===== config.mk =====
export PLATFORM = sky130hd
export DESIGN_NAME = irq_aggregator
export DESIGN_NICKNAME = d
export VERILOG_FILES = /design/src/rtl/irq_aggregator.sv
export SDC_FILE = /design/constraint.sdc
export NUM_CORES = 1
export LEC_CHECK = 0
export BUFFER_PORTS_ARGS = -buffer_cell sky130_fd_sc_hd__buf_2
export CAP_MARGIN = 15
export CELL_PAD_IN_SITES_DETAIL_PLACEMENT = 1
export CELL_PAD_IN_SITES_GLOBAL_PLACEMENT = 1
export CORE_MARGIN = 2
export CORE_UTILIZATION = 41
export DETAILED_ROUTE_END_ITERATION = 10
export GPL_TIMING_DRIVEN = 0
export PLACE_DENSITY_LB_ADDON = 0.1
export SYNTH_ARGS = -nofsm -noshare
export SYNTH_HDL_FRONTEND = slang
export SYNTH_SLANG_ARGS = --single-unit
export TNS_END_PERCENT = 10

===== constraint.sdc =====
create_clock -name clk -period 3.4 [get_ports clk]
set_input_delay 0.68 -clock clk [delete_from_list [all_inputs] [get_ports clk]]
set_output_delay 0.68 -clock clk [all_outputs]
set_load 0.01 [all_outputs]

===== src/rtl/irq_aggregator.sv =====
module irq_aggregator #(
  parameter int NSRC = 8,
  parameter int DW   = 8,
  parameter int AW   = 3
) (
  input  logic          clk,
  input  logic          rst_n,
  input  logic [NSRC-1:0] post_vec,
  input  logic [NSRC-1:0] clear_vec,
  input  logic          bus_wr,
  input  logic [AW-1:0] bus_addr,
  input  logic [DW-1:0] bus_wdata,
  output logic [DW-1:0] bus_rdata,
  output logic          irq_out
);
  localparam logic [AW-1:0] A_STAT  = AW'(0);
  localparam logic [AW-1:0] A_MASK  = AW'(1);
  localparam logic [AW-1:0] A_ACK   = AW'(2);
  localparam logic [AW-1:0] A_STAT2 = AW'(3);
  localparam logic [AW-1:0] A_MASK2 = AW'(4);

  logic [NSRC-1:0] pend, en;
  logic [DW-1:0]   mask2;
  logic [NSRC-1:0] ack_clr, pend_nx, en_nx;

  always_comb begin
    ack_clr = '0;
    if (bus_wr && bus_addr == A_ACK && int'(bus_wdata[3:0]) < NSRC)
      ack_clr[bus_wdata[3:0]] = 1'b1;
  end

  assign pend_nx = (pend & ~(clear_vec | ack_clr)) | post_vec;
  assign en_nx   = (bus_wr && bus_addr == A_MASK) ? ~bus_wdata[NSRC-1:0] : en;

  always_ff @(posedge clk) begin
    if (!rst_n) begin
      pend    <= '0;
      en      <= '0;
      mask2   <= '0;
      irq_out <= 1'b0;
    end else begin
      pend    <= pend_nx;
      en      <= en_nx;
      if (bus_wr && bus_addr == A_MASK2) mask2 <= bus_wdata;
      irq_out <= |(pend_nx & en_nx);
    end
  end

  always_comb begin
    case (bus_addr)
      A_STAT:  bus_rdata = DW'(pend);
      A_MASK:  bus_rdata = ~DW'(en);
      A_MASK2: bus_rdata = mask2;
      A_STAT2: bus_rdata = '0;
      default: bus_rdata = '0;
    endcase
  end

  assert_post_sets_R3: assert property (@(posedge clk) disable iff (!rst_n)
    (post_vec != '0) |=> ((pend & $past(post_vec)) == $past(post_vec)));
  assert_clear_only_R4: assert property (@(posedge clk) disable iff (!rst_n)
    (post_vec == '0 && clear_vec != '0) |=> ((pend & $past(clear_vec)) == '0));
  assert_irq_track_R7: assert property (@(posedge clk) disable iff (!rst_n)
    irq_out == |(pend & en));
  assert_mask_store_R2: assert property (@(posedge clk) disable iff (!rst_n)
    (bus_wr && bus_addr == A_MASK) |=> (bus_rdata == $past(bus_wdata) || bus_addr != A_MASK));
  assert_stat2_zero_R8: assert property (@(posedge clk) disable iff (!rst_n)
    (bus_addr == A_STAT2) |-> (bus_rdata == '0));
  assert_no_spurious_R5: assert property (@(posedge clk) disable iff (!rst_n)
    (post_vec == '0) |=> ((pend & ~$past(pend)) == '0));
endmodule


== Word-level counts from Yosys, hierarchy flattened ==
Index checks and enable logic that the tools add are counted.

* Flip-flop bits (word level): 25
* Input port bits: 30
* Output and inout port bits: 9

* $lt $le $gt $ge: 3
* Equal/unequal tests: 3
* Mux-type cells: 5
* Bitwise logic cells: 7
* Reductions and logical operators: 7

{| class="wikitable"
|+ Operator list
! cell !! count
|-
| $not 8->8 || 3
|-
| $pmux 8 s3 || 1
|-
| $and 8x8->8 || 2
|-
| $mux 8 || 2
|-
| $or 8x8->8 || 2
|-
| $lt 4x4->1 const B || 2
|-
| $reduce_or 8->1 || 1
|-
| $logic_and 1x1->1 || 5
|-
| $ge 4x1->1 const B || 1
|-
| $demux 1 s3 || 1
|-
| $eq 3x1->1 const B || 1
|-
| $eq 3x2->1 const B || 1
|-
| $eq 3x3->1 const B || 1
|-
| $logic_not 3->1 || 1
|-
| $mux 1 || 1
|}

== Longest topological paths before layout ==
Gate-level depths: netlist of the first run.

* Depth after elaboration: 11
* Gate-level depth with buffers: 5

== Worst setup path before layout of the first run ==
OpenSTA, ideal clock, no wires.

* Path type: input to output
* From: input bus_addr[0]
* To: output bus_rdata[1]
* Arrival: 1.501 ns
* Required time: 2.720 ns
* Setup slack: 1.219 ns
* Stages on the path: 4
* Buffers on the path: 1
* Cell sequence: clkbuf_1 -> nand2b_1 -> o22a_1 -> nor2_1

* Word-level cells in the longest chain between the ends: 2

{| class="wikitable"
|+ Ends and longest elaborated chain
! item !! line !! text
|-
| from (decl) || 11 || <nowiki>input logic [AW-1:0] bus_addr,</nowiki>
|-
| $eq 3x3->1, or another cell as far along || 50 || <nowiki>case (bus_addr)</nowiki>
|-
| $pmux 8 s3 * || 50 ||
|-
| to (decl) || 13 || <nowiki>output logic [DW-1:0] bus_rdata,</nowiki>
|}

Every way passes the cells marked *; elsewhere a longest branch is shown, timed or not.

== Final worst setup path of the first run ==
* From: input bus_addr[0]
* To: output bus_rdata[5]

Same word-level chain as after synthesis.

==> flow_summary.toml, run 1 <==
[timing]
skew_ns = 0.0100
tightest_slew_ns = 0.572
hold_violations = 0
max_slew_margin = 0.619
setup_violations = 0
rsz0062_at_grt = "false"
maxSlewViolCount = 0
fin_crit_sh = 0.827
fmax_ghz = 0.356
setup_tns_ns = 0
period_minus_slack_ns = 2.81

[cts]
cts_resized = 0
clk_pin_slew_ns = 0.14
clockBufferDepth = 2
htree_levels = 1
cts_hold_buffers = 0
cts-buffers-inserted = 3
cts-root-buf = "clkbuf_4"
postCtsSetupRepairBufs = 0
clock_sinks = 25
clock_latency_ns = 0.33
cts_tree = "done"

[routing]
first_pass_iters = 4
totalWireLength_um = 3990
drc = 0
ant_nets = 0
avgRoutedWirePerCell_um = 17.1
via_per_inst = 5.40
via_count = 1258
drt_iter0_markers = 23

[logic_synthesis]
avgSynthCellArea_um2 = 9.37
yosys.area.top_type_share = 0.358
synthTopCellsByArea = "dfxtp_1, mux2i_1, nor2_1, o22a_1, and2_1"
synth_most_common_cell = "dfxtp_1"
syn_inst = 149
synth_top_flop_cell = "dfxtp_1"
synth_area_leader_cell = "dfxtp_1"
synth_nets = 179
syn-cell-area_um2 = 1400
ys_seq_area_frac = 0.358
synth_cell_types = 30
yosys-top-cells-count = "dfxtp_1, mux2i_1, nor2_1"
synth_seq_cells = 25
ys.warnings.count = 0
async_flop_share = 0
synth_edf_count = 0

[setup_path]
endpoint_kind = "output port"
worstReg2RegEnd = "irq_out"
critPathArrivalTime_ns = 2.13
cp_max_fo = 10
critPathSlowestCell = "clkbuf_1"
cp_cell_sequence = "buf_2 -> clkbuf_1 -> nand2b_1 -> o22a_1 -> nor2_1 -> buf_2"
start_kind = "primary input"
cpPeakStageDelay_ns = 0.42
reg2reg_from = "pend[1]"
ff2ff_path_depth = 4
worstSetupPathType = "primary input to output port"
rrSetupSlack_ns = 2.14
cpMostUsedCell = "buf_2"
required_ns = 2.72

[die]
rows = 21
dieHeight_um = 62.4
io_pins = 39
start_util = 0.422
core_area_um2 = 3310
die_w_um = 62.4
die_area_um2 = 3890

[pwr]
ir_drop_uv = 141
finalPower_mw = 0.565
power.density_nw_per_um2 = 343
p_leak_nw = 0.740

[placed_design]
gp_congestion = 0.809
dp_hpwl_um = 2980
dpl.cell_count = 229
place_area_um2 = 1620
io_buffers = 34

[global_route]
grt_usage = 0.217
gr-total-overflow = 0
grt_pass1_vias = 1338
grt_max_degree = 14
antenna_found_initial = 0
grt_pass1_wl_um = 6640

[hold_path]
holdPathEnd = "mask2[2]"
hp-class = "flip-flop to flip-flop"
worstHoldStart = "mask2[2]"
hold_depth = 2

[layout]
final_nets = 218
stdcell_area_um2 = 1650
fin_cells = 233
layout-drive-gt1-share = 0.262
nFillCells = 433
area_growth_pct = 18.2
n_antenna_cell = 0
final_util = 0.498

[run_status]
status = "complete, no violations"

[run]
cap_violations = 0
==> cells by family (layout without fill, tap and decap cells) <==
| family | after synthesis | after routing | share of synthesized area |
|---|---|---|---|
| compound gates | 21 | 21 | 0.128 |
| buf+inv | 24 | 62 | 0.0878 |
| flops | 25 | 25 | 0.358 |
| mux | 24 | 24 | 0.172 |
| simple gates | 55 | 55 | 0.254 |
==> final cells by class <==
type                    count  area (um^2)  area share
multi-input cells         100          773       0.469
flip-flops and latches     25          500       0.303
repair buffers             34          170       0.103
plain buffers              11         73.8      0.0447
well taps                  46         57.6      0.0349
inverters                  13         48.8      0.0296
clock buffers               4         26.3      0.0159
==> through the flow <==
step / hold slack (ns) / worst slack (ns)
after detailed placement: 0.491 / 0.581
after global placement: 0.476 / 0.627
after CTS: 0.525 / 0.576
final: 0.520 / 0.589
after floorplan: 0.460 / 1.22
after global routing: 0.574 / 0.481
==> report_power, final <==
part / switching [mW] / internal [mW]
logic: 0.0577 / 0.0524
registers: 0.00556 / 0.305
clock network: 0.0992 / 0.0461
==> worst max-delay path by stage <==
| stage | cells after the start | from | slack [ns] | to |
|---|---|---|---|---|
| 5_1_grt | 6 | bus_addr[0] | 0.48 | bus_rdata[5] |
| 2_1_floorplan | 4 | bus_addr[0] | 1.22 | bus_rdata[1] |
| 3_5_place_dp | 6 | bus_addr[0] | 0.58 | bus_rdata[5] |
| 6_report | 6 | bus_addr[0] | 0.59 | bus_rdata[5] |
| 4_1_cts | 6 | bus_addr[0] | 0.58 | bus_rdata[5] |
| 3_3_place_gp | 6 | bus_addr[0] | 0.63 | bus_rdata[3] |
==> cell usage in the layout (no fill, tap or decap), types with 2 or more instances in the layout <==
cell type,instances
o22a_1,8
or4b_1,2
nor2_1,22
mux2i_1,24
nor4b_1,2
nand2b_1,4
clkbuf_4,3
dfxtp_1,25
nor2b_1,4
and2_1,11
o32ai_1,2
a32oi_1,4
buf_2,37
and4bb_2,2
a22oi_1,3
o32a_1,2
buf_6,2
clkbuf_1,5
inv_1,13
==> layer usage <==
layer | global-route usage | vias up | share of wire | wire, um
met3 | 0.0290 | 5 | 0.038 | 153
li1 | - | 601 | - | -
met4 | 0.0500 | 0 | 0.010 | 40
met1 | 0.263 | 623 | 0.44 | 1740
met2 | 0.406 | 29 | 0.52 | 2060
met5 | 0 | - | 0 | 0
==> flip-flops by register name (all words and copies together) (netlist names) <==
register	cells
en	8
mask2	8
pend	8
irq_out	1
==> critical path: cells and delay by family <==
family	cells	cell delay [ns]
compound gates	1	0.30
buf+inv	3	0.69
simple gates	2	0.46
Note: power is estimated with default switching activity, not from simulation.
==> inputs of run 2 (changes only) <==
--- a/config.mk
+++ b/config.mk
@@ -10,7 +10,7 @@
 export CELL_PAD_IN_SITES_DETAIL_PLACEMENT = 1
 export CELL_PAD_IN_SITES_GLOBAL_PLACEMENT = 1
 export CORE_MARGIN = 2
-export CORE_UTILIZATION = 41
+export CORE_UTILIZATION = 38
 export DETAILED_ROUTE_END_ITERATION = 10
 export GPL_TIMING_DRIVEN = 0
 export PLACE_DENSITY_LB_ADDON = 0.1
==> constraint.sdc (replaced) <==
create_clock -name clk -period 2.77 [get_ports clk]
set_input_delay 0.554 -clock clk [delete_from_list [all_inputs] [get_ports clk]]
set_output_delay 0.554 -clock clk [all_outputs]
set_load 0.01 [all_outputs]
==> run 2 against run 1 <==
Compared with the run above:
- sequential cell count did not move
- critical path depth did not move
- critical path type unchanged
- clock power rose by 59%
- worst setup slack got worse by 0.40 ns
- largest cell class unchanged
- combinational power rose by 24%
- sequential power rose by 23%
- worst hold slack got worse by 0.010 ns
==> flow_summary.toml, run 2 (synthesized netlist as in run 1, its figures left out) <==
[layout]
area_growth_pct = 20.0
seqCellArea_um2 = 500
multi_input_area_um2 = 773
layout_commonest_cell = "buf_2"
layout-drive-gt1-share = 0.267
n_antenna_cell = 0
final_nets = 218
nFillCells = 448
top_regs = "en x8, mask2 x8, pend x8"
fin_cells = 235
mostFrequentLayoutCells = "buf_2, dfxtp_1, mux2i_1, nor2_1, inv_1"

[setup_path]
critPathSlowestCell = "clkbuf_1"
endpoint_kind = "output port"
worstSetupPathType = "primary input to output port"
cp_num_buf_inv = 3
cpPeakStageDelay_ns = 0.45
start_kind = "primary input"
cpMostUsedCell = "buf_2"
cp_cell_sequence = "buf_2 -> clkbuf_1 -> nand2b_1 -> o22a_1 -> nor2_1 -> buf_2"
critPathArrivalTime_ns = 2.03
required_ns = 2.22
critPathTopFamily = "buffers and inverters"
cp_max_fo = 10

[global_route]
grt_pass1_vias = 1320
gr-total-overflow = 0
grt_usage = 0.207
grt_pass1_wl_um = 6580
grt_max_degree = 16
antenna_found_initial = 0

[cts]
cts_tree = "done"
clock_latency_ns = 0.28
cts-root-buf = "clkbuf_8"
clockBufferDepth = 2
clock_sinks = 25
cts_resized = 0
htree_levels = 1
cts_hold_buffers = 0
cts-buffers-inserted = 3
clk_pin_slew_ns = 0.10
postCtsSetupRepairBufs = 0

[die]
rows = 22
start_util = 0.387
die_w_um = 64.6
core_area_um2 = 3610
die_area_um2 = 4180
io_pins = 39
dieHeight_um = 64.6

[placed_design]
dpl.cell_count = 231
dp_hpwl_um = 2950
gp_congestion = 0.755
io_buffers = 34

[routing]
via_per_inst = 5.28
drc = 0
totalWireLength_um = 4120
via_count = 1241
drt_iter0_markers = 34
first_pass_iters = 4
avgRoutedWirePerCell_um = 17.5
ant_nets = 0

[pwr]
finalPower_mw = 0.747
ir_drop_uv = 233
p_leak_nw = 0.747
power.density_nw_per_um2 = 446

[timing]
max_slew_margin = 0.625
period_minus_slack_ns = 2.58
tightest_slew_ns = 0.562
skew_ns = 0.0114
fin_crit_sh = 0.932
hold_violations = 0
rsz0062_at_grt = "false"
setup_violations = 0
maxSlewViolCount = 0
setup_tns_ns = 0
fmax_ghz = 0.388

[run]
cap_violations = 0

[hold_path]
hp-class = "flip-flop to flip-flop"

[run_status]
status = "complete, no violations"
==> run 2: cell count changes in the layout (fill, tap and decap cells not counted) <==
cell        delta
clkbuf_4       -3
clkbuf_1       -1
clkinvlp_4     +1
clkbuf_8       +3
==> run 2: area by class of cell <==
| cell class | instances | area share |
|---|---|---|
| Multi-Input combinational cell | 100 | 0.462 |
| Inverter | 13 | 0.0291 |
| Buffer | 11 | 0.0441 |
| Tap cell | 48 | 0.0358 |
| Sequential cell | 25 | 0.299 |
| Timing Repair Buffer | 34 | 0.102 |
| Clock buffer | 3 | 0.0246 |
| Clock inverter | 1 | 0.00448 |
==> run 2: path summary, 6_finish.rpt <==
path	from	end	cells past startpoint	slack [ns]
worst max register to register	pend[1]	irq_out	4	1.56
worst min-delay path	mask2[0]	mask2[0]	2	0.51
worst min register to register	mask2[0]	mask2[0]	2	0.51
worst max-delay path	bus_addr[0]	bus_rdata[5]	6	0.19
==> run 2: tightest hold or removal path: cells and delay by family (launching register included) <==
kind	cells	cell delay [ns]
flip-flops	1	0.34
multiplexers	1	0.06
AND/OR/NAND/NOR	1	0.08
==> run 2: report_power, final <==
group          switching [mW]  internal (mW)
Combinational          0.0719         0.0643
Sequential            0.00680          0.373
Clock                   0.129          0.102
==> run 2: through the flow <==
| step | cell area (um^2) | hold WS, ns | util | setup slack [ns] |
|---|---|---|---|---|
| 5_1_grt | 1680 | 0.539 | 0.465 | 0.00764 |
| 6_report | 1680 | 0.509 | 0.465 | 0.190 |
| 3_5_place_dp | 1630 | 0.490 | 0.451 | 0.194 |
| 3_3_place_gp | 1630 | 0.475 | 0.451 | 0.223 |
| 4_1_cts | 1680 | 0.514 | 0.465 | 0.182 |
| 2_1_floorplan | 1400 | 0.460 | - | 0.841 |
==> run 2: layer usage <==
| layer | vias up | global-route usage | share of wire |
|---|---|---|---|
| met5 | - | 0 | 0 |
| met3 | 4 | 0.0278 | 0.033 |
| met2 | 26 | 0.379 | 0.52 |
| met1 | 612 | 0.258 | 0.44 |
| li1 | 599 | - | - |
| met4 | 0 | 0.0452 | 0.0056 |
==> inputs of run 3 (changes only) <==
--- a/config.mk
+++ b/config.mk
@@ -9,11 +9,13 @@
 export CAP_MARGIN = 15
 export CELL_PAD_IN_SITES_DETAIL_PLACEMENT = 1
 export CELL_PAD_IN_SITES_GLOBAL_PLACEMENT = 1
+export CORE_ASPECT_RATIO = 1.2
 export CORE_MARGIN = 2
-export CORE_UTILIZATION = 38
+export CORE_UTILIZATION = 34
 export DETAILED_ROUTE_END_ITERATION = 10
 export GPL_TIMING_DRIVEN = 0
 export PLACE_DENSITY_LB_ADDON = 0.1
+export SETUP_SLACK_MARGIN = 0.5
 export SYNTH_ARGS = -nofsm -noshare
 export SYNTH_HDL_FRONTEND = slang
 export SYNTH_SLANG_ARGS = --single-unit
==> constraint.sdc (replaced) <==
create_clock -name clk -period 2.2 [get_ports clk]
set_input_delay 0.44 -clock clk [delete_from_list [all_inputs] [get_ports clk]]
set_output_delay 0.44 -clock clk [all_outputs]
set_load 0.01 [all_outputs]
==> run 3 against run 2 <==
Compared with the run above:
- via count is 1.7% higher
- worst setup slack improved by 0.24 ns
- combinational power is 43% higher
- critical endpoint is now bus_rdata[1]
==> flow_summary.toml, run 3 (synthesized netlist as in run 1, its figures left out) <==
[die]
start_util = 0.354
die_area_um2 = 4640
core_area_um2 = 3940
io_pins = 39
dieHeight_um = 74.2
die_w_um = 62.5
rows = 25

[global_route]
grt_usage = 0.193
antenna_found_initial = 0
grt_pass1_vias = 1348
gr-total-overflow = 0
grt_max_degree = 14
grt_pass1_wl_um = 6840

[routing]
ant_nets = 0
via_count = 1262
totalWireLength_um = 4260
avgRoutedWirePerCell_um = 17.3
drc = 0
via_per_inst = 5.11
drt_iter0_markers = 23
first_pass_iters = 4

[placed_design]
io_buffers = 34
gp_congestion = 0.808
dp_slack_ns = -0.155
dp_hpwl_um = 3060

[timing]
tightest_slew_ns = 0.557
maxSlewViolCount = 0
period_minus_slack_ns = 1.77
fin_ws_ns = 0.428
skew_ns = 0.00231
setup_violations = 0
rsz0062_at_grt = "true"
whs_ns = 0.413
fmax_ghz = 0.564
fin_crit_sh = 0.806
hold_violations = 0
max_slew_margin = 0.629

[layout]
mostFrequentLayoutCells = "buf_2, dfxtp_1, mux2i_1, nor2_1, inv_1"
top_regs = "en x8, mask2 x8, pend x8"
layout_commonest_cell = "buf_2"
final_nets = 224
layout-drive-gt1-share = 0.301
n_antenna_cell = 0
area_growth_pct = 28.5

[setup_path]
cp_max_fo = 8
endpoint_kind = "output port"
critPathTopFamily = "buffers and inverters"
worstSetupPathType = "primary input to output port"
start_kind = "primary input"
worstReg2RegEnd = "irq_out"
ff2ff_path_depth = 4
cpPeakStageDelay_ns = 0.23
rrSetupSlack_ns = 0.99
cp_cell_sequence = "buf_8 -> buf_12 -> nand2b_4 -> o22a_1 -> nor2_1 -> buf_2"
required_ns = 1.76
cp_num_buf_inv = 3
critPathSlowestCell = "o22a_1"
critPathArrivalTime_ns = 1.33
reg2reg_from = "pend[1]"

[cts]
clock_latency_ns = 0.27
htree_levels = 1
cts_tree = "done"
clock_sinks = 25
clk_pin_slew_ns = 0.09
cts_hold_buffers = 0
clockBufferDepth = 2
cts-buffers-inserted = 3
cts-root-buf = "clkbuf_8"

[hold_path]
worstHoldStart = "bus_wdata[6]"
hold_depth = 3
holdPathEnd = "mask2[6]"
hp-class = "primary input to flip-flop"

[run]
cap_violations = 0

[pwr]
finalPower_mw = 0.963
power.density_nw_per_um2 = 537
p_leak_nw = 0.810
ir_drop_uv = 256

[run_status]
status = "complete, no violations"
-- run 3: changes by cell type in the layout (fill, tap and decap cells not counted) --
cell and change:
buf_4 +4, buf_12 +3, buf_2 -2, buf_8 +2, clkbuf_1 -1, clkbuf_2 +1
clkinvlp_4 -1, nand2b_1 -1, nand2b_4 +1
-- run 3: layout make-up --
type                    count  area [um^2]
fillers                   501         2150
multi-input cells         100          781
flip-flops and latches     25          500
repair buffers             40          250
plain buffers              11          101
well taps                  54         67.6
inverters                  13         48.8
clock buffers               4         45.0
-- run 3: tightest hold or removal path, stage by stage --
cell	delay [ns]
buf_2	0.09
mux2i_1	0.06
nor2_1	0.07
-- run 3: power by group --
group / switching, mW / total [mW] / internal (mW) / leakage, nW
clock: 0.159 / 0.289 / 0.130 / 0.0228
sequential: 0.00855 / 0.479 / 0.470 / 0.205
combinational: 0.0944 / 0.195 / 0.101 / 0.583
total: 0.262 / 0.963 / 0.701 / 0.810
-- run 3: what timing repair did --
| item | 4_1_cts | 5_1_grt |
|---|---|---|
| pin swaps | 0 | 2 |
| endpoints found under the hold margin | 0 | 0 |
| resized for setup | 10 | 5 |
| setup buffers | 0 | 6 |
| cloned | 0 | 0 |
| setup endpoints to repair | 9 | 8 |
-- run 3: worst max path at each step --
stage	from	endpoint	slack (ns)	depth (start not counted)
5_1_grt	bus_addr[2]	bus_rdata[1]	0.36	6
3_5_place_dp	bus_addr[0]	bus_rdata[7]	-0.16	6
4_1_cts	bus_addr[2]	bus_rdata[7]	0.39	6
3_3_place_gp	bus_addr[0]	bus_rdata[7]	-0.09	6
2_1_floorplan	bus_wdata[3]	irq_out	0.44	5
6_report	bus_addr[2]	bus_rdata[1]	0.43	6
-- run 3: metal layers --
layer	track usage	wire length [um]	vias to the layer above
li1	-	-	612
met1	0.237	1950	619
met2	0.358	2170	27
met3	0.0272	122	4
met4	0.0519	25	0
met5	0	0	-
-- run 3: per-stage QoR --
| step | util | instances | instance area [um^2] | setup TNS (ns) |
|---|---|---|---|---|
| 5_1_grt | 0.455 | 247 | 1790 | 0 |
| 6_report | 0.455 | 247 | 1790 | 0 |
| 2_1_floorplan | - | 149 | 1400 | 0 |
| 3_3_place_gp | 0.415 | 237 | 1630 | -0.506 |
| 4_1_cts | 0.435 | 241 | 1710 | 0 |
| 3_5_place_dp | 0.415 | 237 | 1630 | -1.00 |
